===== src/rtl/xff_pkg.sv =====
// Shared types for the data-phase buffer block.
// Assumes byte-wide host data.
package xff_pkg;
    localparam int BYTE_W = 8;
    typedef logic [BYTE_W-1:0] byte_t;
    localparam byte_t INTR_DONE_CODE = 8'h10;
endpackage


===== src/rtl/xff_store.sv =====
// Data byte buffer with read/write pointers and a signed remaining size.
// Assumes at most one write and one read per cycle; a size load wins over both.
module xff_store #(
    parameter int DEPTH  = 16,
    parameter int SIZE_W = 18
) (
    input  logic                     clk,
    input  logic                     rst_n,
    input  logic                     wr,
    input  xff_pkg::byte_t           wdata,
    input  logic                     rd,
    input  logic                     phase_ok,
    input  logic                     ld,
    input  logic signed [SIZE_W-1:0] ld_val,
    output xff_pkg::byte_t           rdata,
    output logic signed [SIZE_W-1:0] size,
    output logic                     overrun,
    output logic                     rd_hit
);
    localparam int PTR_W = $clog2(DEPTH);
    localparam logic signed [SIZE_W-1:0] FULL_LVL = SIZE_W'(DEPTH - 1);

    xff_pkg::byte_t mem [DEPTH];
    logic [PTR_W-1:0] wptr, rptr;
    logic wr_ok, rd_ok, wr_try;
    logic signed [SIZE_W-1:0] nxt_size;

    // Decide which accesses take effect and the next size.
    always_comb begin
        wr_try   = wr && !ld;
        wr_ok    = wr_try && (size != FULL_LVL);
        rd_ok    = rd && !ld && (size > 0);
        if (ld)
            nxt_size = ld_val;
        else
            nxt_size = size + SIZE_W'(wr_ok) - SIZE_W'(rd_ok);
    end

    // Byte storage at the write pointer.
    always_ff @(posedge clk) begin
        if (wr_ok)
            mem[wptr] <= wdata;
    end

    // Size, pointers, read byte and event pulses.
    always_ff @(posedge clk) begin
        if (!rst_n) begin
            size    <= '0;
            wptr    <= '0;
            rptr    <= '0;
            rdata   <= '0;
            overrun <= 1'b0;
            rd_hit  <= 1'b0;
        end else begin
            size    <= nxt_size;
            overrun <= wr_try && !wr_ok;
            rd_hit  <= rd_ok;
            if (rd_ok)
                rdata <= phase_ok ? mem[rptr] : '0;
            if (nxt_size == '0) begin
                wptr <= '0;
                rptr <= '0;
            end else begin
                if (wr_ok) wptr <= wptr + 1'b1;
                if (rd_ok) rptr <= rptr + 1'b1;
            end
        end
    end
endmodule


===== src/rtl/xff_cmdcap.sv =====
// Command capture buffer: appends bytes until full, viewable by index.
// Assumes clear wins over a same-cycle append.
module xff_cmdcap #(
    parameter int DEPTH = 16
) (
    input  logic                       clk,
    input  logic                       rst_n,
    input  logic                       wr,
    input  xff_pkg::byte_t             wdata,
    input  logic                       clr,
    input  logic [$clog2(DEPTH)-1:0]   idx,
    output logic [$clog2(DEPTH):0]     len,
    output xff_pkg::byte_t             byte_o
);
    localparam int IW = $clog2(DEPTH);
    localparam logic [IW:0] LEN_MAX = (IW+1)'(DEPTH);

    xff_pkg::byte_t mem [DEPTH];

    // Append storage.
    always_ff @(posedge clk) begin
        if (wr && !clr && len < LEN_MAX)
            mem[len[IW-1:0]] <= wdata;
    end

    // Captured length.
    always_ff @(posedge clk) begin
        if (!rst_n)
            len <= '0;
        else if (clr)
            len <= '0;
        else if (wr && len < LEN_MAX)
            len <= len + 1'b1;
    end

    // Indexed view.
    assign byte_o = mem[idx];
endmodule


===== src/rtl/xff_len.sv =====
// Count byte holding, working counter, effective length and done update.
// Assumes SIZE_W > CNT_W so the size magnitude never overflows.
module xff_len #(
    parameter int CNT_W     = 16,
    parameter int SIZE_W    = 18,
    parameter int CAP_LIMIT = 32
) (
    input  logic                     clk,
    input  logic                     rst_n,
    input  logic                     cnt_wr,
    input  logic                     cnt_hi_sel,
    input  logic [CNT_W/2-1:0]       cnt_wdata,
    input  logic                     cmd_issue,
    input  logic                     cmd_dma,
    input  logic                     start,
    input  logic                     cap_mode,
    input  logic signed [SIZE_W-1:0] size,
    input  logic                     dma_done,
    output logic [CNT_W-1:0]         work_cnt,
    output logic                     dma_mode,
    output logic [CNT_W:0]           xfer_len,
    output logic                     len_vld,
    output logic                     tc_flag,
    output xff_pkg::byte_t           intr_code,
    output logic                     done_upd
);
    localparam int HALF = CNT_W / 2;

    logic [HALF-1:0]   lo_q, hi_q;
    logic [CNT_W:0]    eff_cnt;
    logic [SIZE_W-1:0] mag, limit, eff_ext;
    logic [CNT_W:0]    len_c;

    // Effective length: min of counter (zero means full range) and limit.
    always_comb begin
        eff_cnt = (work_cnt == '0) ? {1'b1, {CNT_W{1'b0}}} : {1'b0, work_cnt};
        eff_ext = SIZE_W'(eff_cnt);
        mag     = (size < 0) ? SIZE_W'(-size) : SIZE_W'(size);
        limit   = cap_mode ? SIZE_W'(CAP_LIMIT) : mag;
        len_c   = (limit < eff_ext) ? limit[CNT_W:0] : eff_cnt;
    end

    // Count byte holding registers.
    always_ff @(posedge clk) begin
        if (!rst_n) begin
            lo_q <= '0;
            hi_q <= '0;
        end else if (cnt_wr) begin
            if (cnt_hi_sel) hi_q <= cnt_wdata;
            else            lo_q <= cnt_wdata;
        end
    end

    // Working counter, mode, status and length outputs.
    always_ff @(posedge clk) begin
        if (!rst_n) begin
            work_cnt  <= '0;
            dma_mode  <= 1'b0;
            xfer_len  <= '0;
            len_vld   <= 1'b0;
            tc_flag   <= 1'b0;
            intr_code <= '0;
            done_upd  <= 1'b0;
        end else begin
            len_vld  <= start;
            done_upd <= dma_done;
            if (start)
                xfer_len <= len_c;
            if (cmd_issue)
                dma_mode <= cmd_dma;
            if (dma_done)
                work_cnt <= '0;
            else if (cmd_issue && cmd_dma)
                work_cnt <= {hi_q, lo_q};
            if (dma_done) begin
                tc_flag   <= 1'b1;
                intr_code <= xff_pkg::INTR_DONE_CODE;
            end else if (cnt_wr) begin
                tc_flag <= 1'b0;
            end
        end
    end
endmodule


===== src/rtl/xfer_fifo_ctl.sv =====
// Top: data-phase byte buffer, command capture and transfer length unit.
// Assumes host strobes are single-cycle and already decoded.
module xfer_fifo_ctl #(
    parameter int DEPTH     = 16,
    parameter int CMD_DEPTH = 16,
    parameter int SIZE_W    = 18,
    parameter int CNT_W     = 16,
    parameter int CAP_LIMIT = 32
) (
    input  logic                         clk,
    input  logic                         rst_n,
    input  logic                         fifo_wr,
    input  logic [7:0]                   fifo_wdata,
    input  logic                         fifo_rd,
    input  logic [2:1]                   bus_phase,
    input  logic                         size_ld,
    input  logic signed [SIZE_W-1:0]     size_ld_val,
    input  logic                         cap_mode,
    input  logic                         cmd_clr,
    input  logic [$clog2(CMD_DEPTH)-1:0] cmd_idx,
    input  logic                         cnt_wr,
    input  logic                         cnt_hi_sel,
    input  logic [CNT_W/2-1:0]           cnt_wdata,
    input  logic                         cmd_issue,
    input  logic                         cmd_dma,
    input  logic                         xfer_start,
    input  logic                         dma_done,
    output logic [7:0]                   fifo_rdata,
    output logic signed [SIZE_W-1:0]     fifo_size,
    output logic                         overrun,
    output logic                         irq_raise,
    output logic [$clog2(CMD_DEPTH):0]   cmd_len,
    output logic [7:0]                   cmd_byte,
    output logic                         dma_mode,
    output logic [CNT_W-1:0]             work_cnt,
    output logic [CNT_W:0]               xfer_len,
    output logic                         xfer_len_vld,
    output logic                         tc_flag,
    output logic [7:0]                   intr_code,
    output logic                         done_upd
);
    logic rd_hit;
    logic data_wr, cap_wr;

    // Route host writes to the data or command buffer.
    always_comb begin
        data_wr = fifo_wr && !cap_mode;
        cap_wr  = fifo_wr && cap_mode;
    end

    xff_store #(.DEPTH(DEPTH), .SIZE_W(SIZE_W)) u_store (
        .clk(clk), .rst_n(rst_n),
        .wr(data_wr), .wdata(fifo_wdata), .rd(fifo_rd),
        .phase_ok(bus_phase != 2'b00),
        .ld(size_ld), .ld_val(size_ld_val),
        .rdata(fifo_rdata), .size(fifo_size),
        .overrun(overrun), .rd_hit(rd_hit)
    );

    xff_cmdcap #(.DEPTH(CMD_DEPTH)) u_cap (
        .clk(clk), .rst_n(rst_n),
        .wr(cap_wr), .wdata(fifo_wdata), .clr(cmd_clr),
        .idx(cmd_idx), .len(cmd_len), .byte_o(cmd_byte)
    );

    xff_len #(.CNT_W(CNT_W), .SIZE_W(SIZE_W), .CAP_LIMIT(CAP_LIMIT)) u_len (
        .clk(clk), .rst_n(rst_n),
        .cnt_wr(cnt_wr), .cnt_hi_sel(cnt_hi_sel), .cnt_wdata(cnt_wdata),
        .cmd_issue(cmd_issue), .cmd_dma(cmd_dma),
        .start(xfer_start), .cap_mode(cap_mode), .size(fifo_size),
        .dma_done(dma_done),
        .work_cnt(work_cnt), .dma_mode(dma_mode),
        .xfer_len(xfer_len), .len_vld(xfer_len_vld),
        .tc_flag(tc_flag), .intr_code(intr_code), .done_upd(done_upd)
    );

    // Interrupt raise from a successful read or a completed DMA phase.
    assign irq_raise = rd_hit | done_upd;
endmodule


===== config.mk =====
export PLATFORM = sky130hd
export DESIGN_NAME = xfer_fifo_ctl
export DESIGN_NICKNAME = d
export VERILOG_FILES = /design/src/rtl/xff_pkg.sv /design/src/rtl/xff_store.sv /design/src/rtl/xff_cmdcap.sv /design/src/rtl/xff_len.sv /design/src/rtl/xfer_fifo_ctl.sv
export SDC_FILE = /design/constraint.sdc
export NUM_CORES = 1
export LEC_CHECK = 0
export ABC_CLOCK_PERIOD_IN_PS = 4700
export BUFFER_PORTS_ARGS = -buffer_cell sky130_fd_sc_hd__buf_2
export CORE_MARGIN = 2
export CORE_UTILIZATION = 39
export CTS_CLUSTER_SIZE = 28
export DETAILED_ROUTE_END_ITERATION = 7
export PLACE_DENSITY = 0.55
export SLEW_MARGIN = 10
export SYNTH_ARGS = -nofsm -noshare
export SYNTH_HDL_FRONTEND = slang
export SYNTH_SLANG_ARGS = --single-unit

===== constraint.sdc =====
create_clock -name clk -period 4.7 [get_ports clk]
set_input_delay 0.235 -clock clk [delete_from_list [all_inputs] [get_ports clk]]
set_output_delay 0.235 -clock clk [all_outputs]
set_load 0.02 [all_outputs]

; Word-level counts from Yosys, hierarchy flattened
; Memory sizes are Yosys's and may differ from the RTL's. A register that Yosys moved wholly into a read port is not among the register bits.
; Cells that the tools add are included.
[op_classes]
n_addsub = 6
magnitude_cmp = 4
eq_ne = 1
n_mux = 14
n_bitwise = 3
reduce_logical = 24
[ops]
columns = op, n
row1 = $mux W18, 3
row2 = $mux W17, 2
row3 = $add A18 B1 Y18, 1
row4 = $gt A18 B1 Y1 const B, 1
row5 = $logic_not A18 Y1, 1
row6 = $lt A18 B1 Y1 const B, 1
row7 = $lt A18 B17 Y1, 1
row8 = $ne A18 B5 Y1 const B, 1
row9 = $neg A18 Y18, 1
row10 = $sub A18 B1 Y18, 1
row11 = $logic_not A16 Y1, 1
row12 = $logic_and A1 B1 Y1, 11
row13 = $add A4 B1 Y4 const B, 2
row14 = $mux W4, 2
row15 = $mux W8, 1
row16 = $mux W1, 6
row17 = $reduce_or A2 Y1, 3
row18 = $add A5 B1 Y5 const B, 1
row19 = $lt A5 B5 Y1 const B, 1
row20 = $logic_not A1 Y1, 4
row21 = $reduce_and A2 Y1, 2
row22 = $reduce_bool A2 Y1, 2
row23 = $not A1 Y1, 2
row24 = $or A1 B1 Y1, 1
[word_totals]
register_bits = 95
mem_bits_rw = 256
in_bits = 53
out_inout_bits = 86
word_cells = 70
memories = 2
[memory_table]
columns = memory, depth, word_bits, read_ports, rd_ports_with_merged_regs, wr, line
row1 = u_cap.mem, 16, 8, 1, 0, 1, xff_cmdcap.sv:18  ; xff_pkg::byte_t mem [DEPTH];
row2 = u_store.mem, 16, 8, 1, 1, 1, xff_store.sv:23  ; xff_pkg::byte_t mem [DEPTH];

; Logic depth before layout (Yosys ltp)
; Gate-level depths: netlist of the first run.
[logic_depth]
ltp_word = 10
depth_mapped = 20
depth_no_buf = 19

; Cells and area by module
; A second synthesis of the first run with hierarchy kept.
[unflattened]
cells_unflattened = 1201
area_unflattened_um2 = 16019.1
[modules_own_cells]
columns = module, instances, cells_per_inst, area_per_inst_um2, seq_area_each_um2
row1 = xff_store, 1, 549, 7666.1, 4644.5
row2 = xff_cmdcap, 1, 251, 5261.3, 3943.8
row3 = xff_len, 1, 397, 3062.9, 1081.0
row4 = xfer_fifo_ctl, 1, 4, 28.8, 0.0

; Least setup slack after synthesis of the first run
; No wires, ideal clock.
[synth_path]
kind = register to register
from = reg u_store.size[6]
to = reg u_store.rptr[0]
setup_ps = 132
arrival_time_ps = 4519
t_required_ps = 4568
path_slack_ps = 50
stages_incl_launch_ff = 21
period_less_slack_ps = 4650
path_cell_list = dfxtp_1 inv_1 ha_1 nand4_1 or2_2 o2111ai_1 clkbuf_1 nand2_1 nand2_1 ha_1 inv_1 fa_1 o21ba_2 o211ai_1 o21ai_0 mux2i_1 nand2_1 or4_1 nor4_4 buf_6 nor3_1
[synth_via]
elab_chain_len = 7
elab_cells_between_ends = 9
cone_classes = add/sub (2) / order compare (1) / eq/ne (1) / mux (1) / reduce/logical (4)
[synth_rtl]
columns = item, line
row1 = from (decl), xff_store.sv:16  ; output logic signed [SIZE_W-1:0] size,
row2 = from (signal assigned), xff_store.sv:55  ; size <= nxt_size;
row3 = $ne A18 B5 Y1, xff_store.sv:31  ; wr_ok = wr_try && (size != FULL_LVL);
row4 = $logic_and A1 B1 Y1, xff_store.sv:31
row5 = $add A18 B1 Y18, xff_store.sv:36  ; nxt_size = size + SIZE_W'(wr_ok) - SIZE_W'(rd_ok);
row6 = $sub A18 B1 Y18, xff_store.sv:36
row7 = $mux W18, xff_store.sv:33  ; if (ld)
row8 = $logic_not A18 Y1, xff_store.sv:60  ; if (nxt_size == '0) begin
row9 = $reduce_or A2 Y1 (no line), --
row10 = to (signal assigned), xff_store.sv:65  ; if (rd_ok) rptr <= rptr + 1'b1;
row11 = to (decl), xff_store.sv:24  ; logic [PTR_W-1:0] wptr, rptr;
; Several ways; a longest one is shown, not always the timed one.
; A chain may end at the register's enable or synchronous reset.

; Worst setup path in the final report of the first run
[layout_path]
from = reg u_store.size[10]
to = reg u_store.wptr[0]
[layout_via]
elab_chain_len = 7
elab_cells_between_ends = 9
cone_classes = add/sub (2) / order compare (1) / eq/ne (1) / mux (1) / reduce/logical (4)
[layout_rtl]
columns = item, line
row1 = $ne A18 B5 Y1, xff_store.sv:31
row2 = $logic_and A1 B1 Y1, xff_store.sv:31
row3 = $add A18 B1 Y18, xff_store.sv:36
row4 = $sub A18 B1 Y18, xff_store.sv:36
row5 = $mux W18, xff_store.sv:33
row6 = $logic_not A18 Y1, xff_store.sv:60
row7 = $reduce_or A2 Y1 (no line), --
row8 = to (signal assigned), xff_store.sv:64  ; if (wr_ok) wptr <= wptr + 1'b1;
row9 = to (decl), xff_store.sv:24
; Several ways; a longest one is shown, not always the timed one.

==> results of run 1 <==
==> per-stage QoR <==
stage	std cells	area [sq um]	setup slack, ns	util	power (mW)
after CTS	1862	18400	0.0474	0.461	8.62
after floorplan	1153	15800	0.0495	-	5.09
after global routing	1863	18400	0.0154	0.462	8.95
after detailed placement	1784	17100	0.108	0.430	5.77
after global placement	1784	17100	0.216	0.430	5.78
final	1863	18400	0.271	0.462	8.57
==> state kept, by name, summed over array words and instances, names as in the netlist, 4 cells and up, named ones only <==
register        count
u_store.mem       128
u_len.hi_q          8
u_len.lo_q          8
u_store.size       18
u_len.xfer_len     17
u_store.rdata       8
u_store.wptr        4
u_cap.len           5
u_len.work_cnt     16
u_cap.mem         128
u_store.rptr        4
==> layer usage <==
metal,vias up,global-route usage,part of all wire
met5,-,0,0
met1,4925,0.250,0.43
li1,4629,-,-
met3,55,0.0290,0.051
met2,247,0.321,0.49
met4,0,0.0483,0.019
==> cell usage in the layout (no fill, tap or decap), types with 5 or more instances in the layout <==
cell type and n:
and2_1 11, nand3_1 15, nor2_1 91, a21o_1 7, or3_1 5, mux2i_1 23
nor4_1 8, edfxtp_1 256, clkbuf_1 11, a31oi_1 7, ha_1 61, xor2_1 8
mux4_2 80, o21ai_0 32, clkbuf_16 39, a21oi_1 61, clkinv_1 7, dfxtp_1 98
dlygate4sd3_1 11, nand2b_1 14, xnor2_1 19, or2_2 7, conb_1 7, o31ai_1 6
nand2_1 105, inv_1 55, nand4_1 11, buf_2 131, nor3_1 26, buf_4 36
a22oi_1 10
==> kinds of logic after synthesis <==
group                      Yosys count  share of synthesized area
other                                1                   0.000238
and+or+nand+nor                    318                     0.0953
xor gates and xnor gates            27                     0.0150
buffers and inverters              117                     0.0315
DFF                                355                      0.613
adders and majority gates           62                     0.0496
AOI/OAI and AO/OA                  162                     0.0656
muxes                              105                      0.130
==> critical path: stages, from the launching register on <==
cell and delay [ns]:
dfxtp_1 0.33, inv_1 0.14, ha_1 0.18, nand4_1 0.12, or2_2 0.36, o2111ai_4 0.23, inv_1 0.11, nand2_1 0.12
ha_1 0.15, a21oi_1 0.06, or4_4 0.47, a211oi_4 0.42, o2111ai_2 0.18, mux2_2 0.31, or4_4 0.53, nor4_4 0.30
buf_6 0.19, nor3_1 0.06
==> cell type report <==
| type | count | area, sq um |
|---|---|---|
| multi-input combinational | 681 | 5670 |
| tap | 525 | 657 |
| clock buffer | 50 | 1020 |
| inverter | 56 | 210 |
| clock inverter | 17 | 138 |
| sequential | 355 | 9670 |
| timing repair buffer | 179 | 1050 |
| fill | 3636 | 21400 |
==> report_power, final <==
part / internal, mW / total [mW] / switching, mW
combinational: 0.910 / 2.21 / 1.30
clock: 1.63 / 2.84 / 1.20
sequential: 3.44 / 3.52 / 0.0747
==> repair_timing <==
item	CTS	global route
endpoints found under the hold margin	21	0
setup endpoints to repair	0	12
gates resized for setup	0	4
hold buffers	11	0
setup buffers	0	1
==> how the worst max path moves through the flow <==
stage                           end  slack [ns]  cells past startpoint
detailed placement        flip-flop        0.11                     17
finish              u_store.wptr[0]        0.27                     17
global placement          flip-flop        0.22                     17
floorplan           u_store.rptr[0]        0.05                     20
CTS                 u_store.wptr[0]        0.05                     17
global route        u_store.rptr[1]        0.02                     17
==> results_dict.tcl, run 1 <==
set metrics [dict create \
    max_slew.worst_pin.slew_ns 0.898 \
    finalHoldViolCount 0 \
    grt_use_total 0.188 \
    status "finished, final reports clean" \
    cts_buffers 38 \
    worstSetupEndpointType "flip-flop" \
    layout-drive-gt1-share 0.245 \
    hold_path_class "input port to flip-flop" \
    yosys_most_used_dff "edfxtp_1" \
    ant_nets 0 \
    fin_crit_ns 4.43 \
    ys_seq_area_frac 0.613 \
    async_reset_ff_frac 0 \
    worstReg2RegStart "u_store.size[10]" \
    die_h_um 205 \
    antenna_cells 0 \
    skew_ns 0.0170 \
    drt_wl_total_um 39300 \
    yosys.area.top_type "edfxtp_1" \
    crit_path_start "u_store.size[10]" \
    yosysWarnings 0 \
    vias_per_cell 5.29 \
    cts_tree "done" \
    power_density_mw_per_mm2 465 \
    firstDrtPassIters 5 \
    critPathRequiredTime_ns 5.08 \
    finalSetupViolCount 0 \
    r2r_end "u_store.wptr[0]" \
    antenna_found_initial 0 \
    wl_per_cell_um 21.1 \
    clk_path_buf_depth 3 \
    rsz0062_at_grt "false" \
    die_x_um 205 \
    syn_area_sq_mm 0.0158 \
    synth.distinct_cells 68 \
    drt-initial-drc-count 703 \
    setup_tns_ns 0 \
    p_leak_nw 6.65 \
    min_from "size_ld_val[2]" \
    synth_top_area_frac 0.487 \
    drc 0 \
    syn2layout_area_growth_pct 16.6 \
    start_util 0.396 \
    cp-start-kind "flip-flop" \
    peakVddDrop_uv 202 \
    synth-edff-count 256 \
    io_pins 139 \
    vias 9856 \
    drv_cap 0 \
    cts-root-buf "clkbuf_16" \
    r2r_slack_ns 0.27 \
    clkTransAtPathRegs_ns 0.06 \
    max_freq_mhz 226 \
    grt_max_degree 47 \
    nets 1426 \
    synth_area_per_cell_sq_um 13.8 \
    synth_common_cells "edfxtp_1 (256), nand2_1 (105), dfxtp_1 (99), nor2_1 (91), mux4_2 (80)" \
    synth_cells 1147 \
    grt_pass1_wl_um 59100 \
    fin_hold_ws_ns 0.0136 \
    cts.sinks 355 \
    hold_path_depth 3 \
    yosys_register_bits 355 \
    first_global_vias 9953 \
    grt_overflow 0 \
    crit_type "flip-flop to flip-flop" \
    arrival_ns 4.81 \
    htreeDepth 2 \
    slew_violations 0 \
    hold_path_end "u_store.size[2]" \
    period_share 0.942 \
    dieArea_sq_mm 0.0421 \
    yosys-top-cells-area "edfxtp_1 (49%), dfxtp_1 (13%), mux4_2 (11%)" \
    cp_max_fo 12 \
    rr_worst_depth 17 \
    clk_latency_ns 0.54 \
    post-dp-hpwl_um 27300 \
    core_area_sq_mm 0.0398 \
    num_rows 73 \
    relSlewSlack 0.401 \
    gp_congestion 0.886 \
    synthMostInstantiatedCell "edfxtp_1" \
    portBuffers 131 \
]
No activity file was read; power rests on OpenSTA's default activity.
==> run 2: changes to the inputs <==
--- a/config.mk
+++ b/config.mk
@@ -15,4 +15,5 @@
 export SLEW_MARGIN = 10
 export SYNTH_ARGS = -nofsm -noshare
 export SYNTH_HDL_FRONTEND = slang
+export SYNTH_HIERARCHICAL = 1
 export SYNTH_SLANG_ARGS = --single-unit
==> results_dict.tcl, run 2 <==
set metrics [dict create \
    power_density_mw_per_mm2 479 \
    clk_path_buf_depth 3 \
    synth_cells 1201 \
    cp-endpoint "u_store/rptr[3]" \
    firstDrtPassIters 5 \
    max_freq_mhz 228 \
    max_slew.worst_pin.slew_ns 1.11 \
    yosys.area.top_type "edfxtp_1" \
    p_leak_nw 6.65 \
    portBuffers 131 \
    ys_seq_area_frac 0.604 \
    vias_per_cell 5.43 \
    gp_congestion 0.887 \
    peakVddDrop_uv 274 \
    crit_path_start "u_store/size[16]" \
    die_h_um 207 \
    drt_wl_total_um 40000 \
    status "finished, final reports clean" \
    synth.distinct_cells 81 \
    first_global_vias 10400 \
    r2r_slack_ns 0.31 \
    cp_max_fo 9 \
    grt_max_degree 35 \
    period_share 0.933 \
    cts-root-buf "clkbuf_16" \
    synthMostInstantiatedCell "edfxtp_1" \
    drt-initial-drc-count 763 \
    drc 0 \
    synth_top_area_frac 0.480 \
    die_x_um 207 \
    hold_path_class "input port to flip-flop" \
    slew_violations 0 \
    post-dp-hpwl_um 26800 \
    n_fill_cell 3676 \
    antenna_found_initial 0 \
    grt_use_total 0.189 \
    worstSetupEndpointType "flip-flop" \
    placed_cell_area_sq_mm 0.0173 \
    nets 1469 \
    start_util 0.394 \
    worstReg2RegStart "u_store/size[16]" \
    finalSetupViolCount 0 \
    r2r_end "u_store/rptr[3]" \
    async_reset_ff_frac 0 \
    num_rows 74 \
    dieArea_sq_mm 0.0427 \
    syn_area_sq_mm 0.0160 \
    relSlewSlack 0.261 \
    arrival_ns 4.81 \
    rsz0062_at_grt "false" \
    place_worst_setup_slack_ns 0.147 \
    syn2layout_area_growth_pct 16.2 \
    synth_common_cells "edfxtp_1 (256), dfxtp_1 (99), nand2_1 (94), nor2_1 (76), ha_1 (54)" \
    antenna_cells 0 \
    stdcell_area_sq_mm 0.0186 \
    vias 10400 \
    crit_type "flip-flop to flip-flop" \
    cp-start-kind "flip-flop" \
    yosysWarnings 6 \
    ant_nets 0 \
    yosys_most_used_dff "edfxtp_1" \
    skew_ns 0.0244 \
    synth_area_per_cell_sq_um 13.3 \
    drv_cap 0 \
    fin_crit_ns 4.39 \
    postCtsSetupRepairBufs 0 \
    yosys-top-cells-area "edfxtp_1 (48%), dfxtp_1 (12%), mux4_2 (7.0%)" \
    htreeDepth 2 \
    wl_per_cell_um 20.8 \
    clk_latency_ns 0.57 \
    clkTransAtPathRegs_ns 0.06 \
    critPathRequiredTime_ns 5.12 \
    synth-edff-count 256 \
    rr_worst_depth 20 \
    mostFrequentLayoutCells "edfxtp_1 (256), buf_2 (131), dfxtp_1 (96)" \
    top_regs "u_cap/mem (128), u_store/mem (128), u_store/size (18)" \
    layout-drive-gt1-share 0.205 \
    grt_pass1_wl_um 61100 \
    cts_buffers 39 \
    mostFrequentLayoutCell "edfxtp_1" \
    postLayoutCoreUtil 0.458 \
    yosys_register_bits 355 \
    cts_tree "done" \
    cts.sinks 355 \
    grt_overflow 0 \
    core_area_sq_mm 0.0406 \
    setup_tns_ns 0 \
    finalHoldViolCount 0 \
    layout_setup_ws_ns 0.314 \
    io_pins 139 \
]
[run 2: cell types whose count changed after synthesis, sizes merged, moves of 9 or more]
cell    change
xor2       +10
nor2       -15
and2       +13
a31oi       +9
a21oi      -14
o21ai      +19
a22oi      +14
nand2      -11
nor2b      +14
a21boi     +18
nand3      +17
mux4       -16
[run 2: repair_timing]
item                                    4_1_cts  5_1_grt
hold buffers                                 17        0
endpoints found under the setup margin        0       12
resized for setup                             0        5
endpoints found under the hold margin        27        0
[run 2: cells by family after synthesis]
family / share of synthesized area
flip-flops: 0.604
AND/OR/NAND/NOR: 0.108
AO/OA/AOI/OAI: 0.0892
buffers and inverters: 0.0327
multiplexers: 0.106
adder cells (fa/ha/maj): 0.0434
XOR/XNOR: 0.0164
other: 0.000234
[run 2: worst min-delay path by stage]
stage,slack (ns),depth (start not counted),endpoint,start
final,0.04,3,u_len/hi_q[2],cnt_hi_sel
after global routing,0.04,3,u_len/hi_q[2],cnt_hi_sel
after CTS,0.02,3,u_len/hi_q[4],cnt_hi_sel
after detailed placement,0.45,2,u_len/work_cnt[6],u_len/lo_q[6]
after global placement,0.44,2,u_len/work_cnt[3],u_len/lo_q[3]
after floorplan,0.33,0,u_cap/mem[0][0],fifo_wdata[0]
[run 2: area by class of cell]
type,count,area (sq um),share of cell area
tap,532,666,0.0358
sequential,355,9670,0.520
inverter,52,195,0.0105
clock buffer,47,1010,0.0540
clock inverter,23,159,0.00854
multi-input combinational,735,5860,0.315
timing repair buffer,178,1050,0.0565
[run 2: report_power, final]
group	switching [mW]	leakage (nW)	total [mW]	internal, mW
Clock	1.26	0.570	2.81	1.55
Sequential	0.0870	3.12	3.54	3.46
Combinational	1.57	2.96	2.57	0.997
Total	2.92	6.65	8.92	6.00
[run 2: worst max-delay path, stage by stage, from the launching register on]
cell      delay [ns]
dfxtp_1         0.38
inv_1           0.08
ha_1            0.20
nand4_1         0.07
nor2_1          0.06
and4_1          0.22
nor3b_2         0.25
inv_1           0.13
ha_1            0.30
inv_1           0.04
ha_1            0.20
fa_1            0.45
a21oi_2         0.22
o221ai_2        0.21
a21o_1          0.23
a211oi_2        0.27
or3_1           0.18
a41oi_2         0.17
nor4_4          0.32
buf_4           0.21
nor3_1          0.07
[run 2: routing by layer]
layer / part of all wire / vias up / global-route usage / wire, um
met4: 0.018 / 0 / 0.0541 / 718
met5: 0 / - / 0 / 0
met3: 0.050 / 50 / 0.0278 / 2010
met2: 0.48 / 309 / 0.315 / 19200
li1: - / 4868 / - / -
met1: 0.45 / 5202 / 0.257 / 18100
[run 2: per-stage QoR]
| stage | hold slack [ns] | total power [mW] | cells |
|---|---|---|---|
| global placement | 0.440 | 6.09 | 1835 |
| CTS | 0.0176 | 8.96 | 1922 |
| detailed placement | 0.445 | 6.10 | 1835 |
| finish | 0.0426 | 8.92 | 1922 |
| global route | 0.0377 | 9.38 | 1922 |
| floorplan | 0.334 | 5.35 | 1207 |
==> run 3: changes to the inputs <==
--- a/config.mk
+++ b/config.mk
@@ -5,14 +5,14 @@
 export SDC_FILE = /design/constraint.sdc
 export NUM_CORES = 1
 export LEC_CHECK = 0
-export ABC_CLOCK_PERIOD_IN_PS = 4700
+export ABC_CLOCK_PERIOD_IN_PS = 4500
 export BUFFER_PORTS_ARGS = -buffer_cell sky130_fd_sc_hd__buf_2
 export CORE_MARGIN = 2
 export CORE_UTILIZATION = 39
 export CTS_CLUSTER_SIZE = 28
 export DETAILED_ROUTE_END_ITERATION = 7
-export PLACE_DENSITY = 0.55
-export SLEW_MARGIN = 10
+export PLACE_DENSITY = 0.53
+export SLEW_MARGIN = 15
 export SYNTH_ARGS = -nofsm -noshare
 export SYNTH_HDL_FRONTEND = slang
 export SYNTH_HIERARCHICAL = 1
==> constraint.sdc (replaced) <==
create_clock -name clk -period 4.5 [get_ports clk]
set_input_delay 0.225 -clock clk [delete_from_list [all_inputs] [get_ports clk]]
set_output_delay 0.225 -clock clk [all_outputs]
set_load 0.02 [all_outputs]
==> results_dict.tcl, run 3 (synthesis gave the netlist of run 2 again) <==
set metrics [dict create \
    status "finished, final reports clean" \
    vias 10500 \
    postCtsSetupRepairBufs 0 \
    worstReg2RegStart "u_store/size[8]" \
    firstDrtPassIters 6 \
    grt_pass1_wl_um 60700 \
    crit_path_start "u_store/size[8]" \
    slew_violations 0 \
    finalSetupViolCount 0 \
    cp-start-kind "flip-flop" \
    worstSetupEndpointType "flip-flop" \
    rr_worst_depth 19 \
    p_switching_mw 3.07 \
    cts_tree "done" \
    cts-root-buf "clkbuf_16" \
    p_int_mw 6.55 \
    grt_overflow 0 \
    critPathRequiredTime_ns 4.92 \
    syn2layout_area_growth_pct 17.8 \
    power_density_mw_per_mm2 510 \
    nets 1477 \
    post-dp-hpwl_um 26700 \
    hold_path_depth 3 \
    power_frac_seq 0.384 \
    max_freq_mhz 237 \
    io_pins 139 \
    clk_path_buf_depth 3 \
    max_slew.worst_pin.slew_ns 0.924 \
    antenna_found_initial 0 \
    hold_path_class "input port to flip-flop" \
    n_fill_cell 3632 \
    cp_max_fo 4 \
    r2r_slack_ns 0.29 \
    period_share 0.936 \
    r2r_end "u_store/rptr[0]" \
    peakVddDrop_uv 363 \
    portBuffers 131 \
    die_h_um 207 \
    crit_type "flip-flop to flip-flop" \
    clk_latency_ns 0.56 \
    p_comb_frac 0.289 \
    cp-endpoint "u_store/rptr[0]" \
    pwr-share-clk 0.328 \
    grt_use_total 0.189 \
    drt_wl_total_um 40300 \
    switching_share 0.319 \
    drt-initial-drc-count 701 \
    start_util 0.394 \
    die_x_um 207 \
    fin_cells 1933 \
    wl_per_cell_um 20.8 \
    layout-drive-gt1-share 0.221 \
    ant_nets 0 \
    first_global_vias 10200 \
    drc 0 \
    place_inst 1841 \
    mostFrequentLayoutCells "edfxtp_1 (256), buf_2 (132), dfxtp_1 (97)" \
    fin_crit_ns 4.21 \
    layout.area.seq_sq_mm 0.00967 \
    arrival_ns 4.63 \
    relSlewSlack 0.384 \
    finalHoldViolCount 0 \
    core_area_sq_mm 0.0406 \
    top_regs "u_cap/mem (128), u_store/mem (128), u_store/size (18)" \
    vias_per_cell 5.41 \
    multi_input_area_sq_mm 0.00595 \
    skew_ns 0.0233 \
    cts_buffers 40 \
    grt_max_degree 35 \
    antenna_cells 0 \
    drv_cap 0 \
    num_rows 74 \
    clkTransAtPathRegs_ns 0.06 \
    layout_setup_ws_ns 0.288 \
    dieArea_sq_mm 0.0427 \
    gp_congestion 0.850 \
    mostFrequentLayoutCell "edfxtp_1" \
    p_leak_nw 6.76 \
    cts.sinks 355 \
    place_worst_setup_slack_ns 0.0559 \
    htreeDepth 2 \
]
## run 3: layout make-up
| class | instances | area share |
|---|---|---|
| clock inverter | 22 | 0.0118 |
| sequential | 355 | 0.513 |
| timing repair buffer | 185 | 0.0592 |
| multi-input combinational | 735 | 0.315 |
| inverter | 52 | 0.0103 |
| tap | 532 | 0.0353 |
| clock buffer | 52 | 0.0554 |
## run 3: how the worst min path moves through the flow
| stage | slack [ns] | endpoint | from |
|---|---|---|---|
| finish | 0.03 | u_store/size[10] | size_ld_val[10] |
| global route | 0.04 | u_len/hi_q[0] | cnt_hi_sel |
| CTS | 0.008 | u_store/size[10] | size_ld_val[10] |
| detailed placement | 0.45 | u_len/work_cnt[5] | u_len/lo_q[5] |
| global placement | 0.44 | u_len/intr_code[4] | u_len/intr_code[4] |
| floorplan | 0.32 | u_cap/mem[0][0] | fifo_wdata[0] |
## run 3: critical path, cell delays in order (launching register included)
cell and delay [ns]:
dfxtp_1 0.33, inv_1 0.06, ha_1 0.20, nand3_1 0.14, nor2_1 0.09, and4_1 0.22
nor3b_2 0.28, inv_2 0.08, ha_1 0.29, inv_1 0.06, ha_2 0.21, a211oi_4 0.08
o41a_1 0.51, a2111oi_0 0.50, or3_1 0.17, a31o_2 0.17, o2111ai_2 0.15, nor4_4 0.26
buf_2 0.21, nor3_1 0.05
## run 3: power by group through the flow
stage	clock [mW]	sequential (mW)	combinational, mW
floorplan	0	3.89	1.69
global placement	0	3.76	2.62
detailed placement	0	3.76	2.61
CTS	3.24	3.69	2.64
global route	3.37	3.71	3.04
finish	3.15	3.69	2.78
## run 3: through the flow
stage / area (sq um) / setup TNS [ns] / power [mW] / utilization / hold WS, ns
2_1_floorplan: 16000 / 0 / 5.58 / - / 0.324
3_3_place_gp: 17300 / 0 / 6.38 / 0.426 / 0.443
3_5_place_dp: 17300 / 0 / 6.38 / 0.426 / 0.454
4_1_cts: 18800 / 0 / 9.58 / 0.462 / 0.00792
5_1_grt: 18900 / -0.0387 / 10.1 / 0.464 / 0.0419
6_report: 18900 / 0 / 9.62 / 0.464 / 0.0288
## run 3: timing repair
item / 4_1_cts / 5_1_grt
endpoints found under the setup margin: 0 / 12
hold buffers: 17 / 0
hold endpoints to repair: 27 / 0
resized for setup: 0 / 21
## run 3: routing by layer
metal / global-route usage / vias up / share of wire
met2: 0.311 / 319 / 0.47
met4: 0.0559 / 0 / 0.022
met1: 0.258 / 5201 / 0.44
met5: 0 / - / 0
li1: - / 4881 / -
met3: 0.0341 / 55 / 0.062
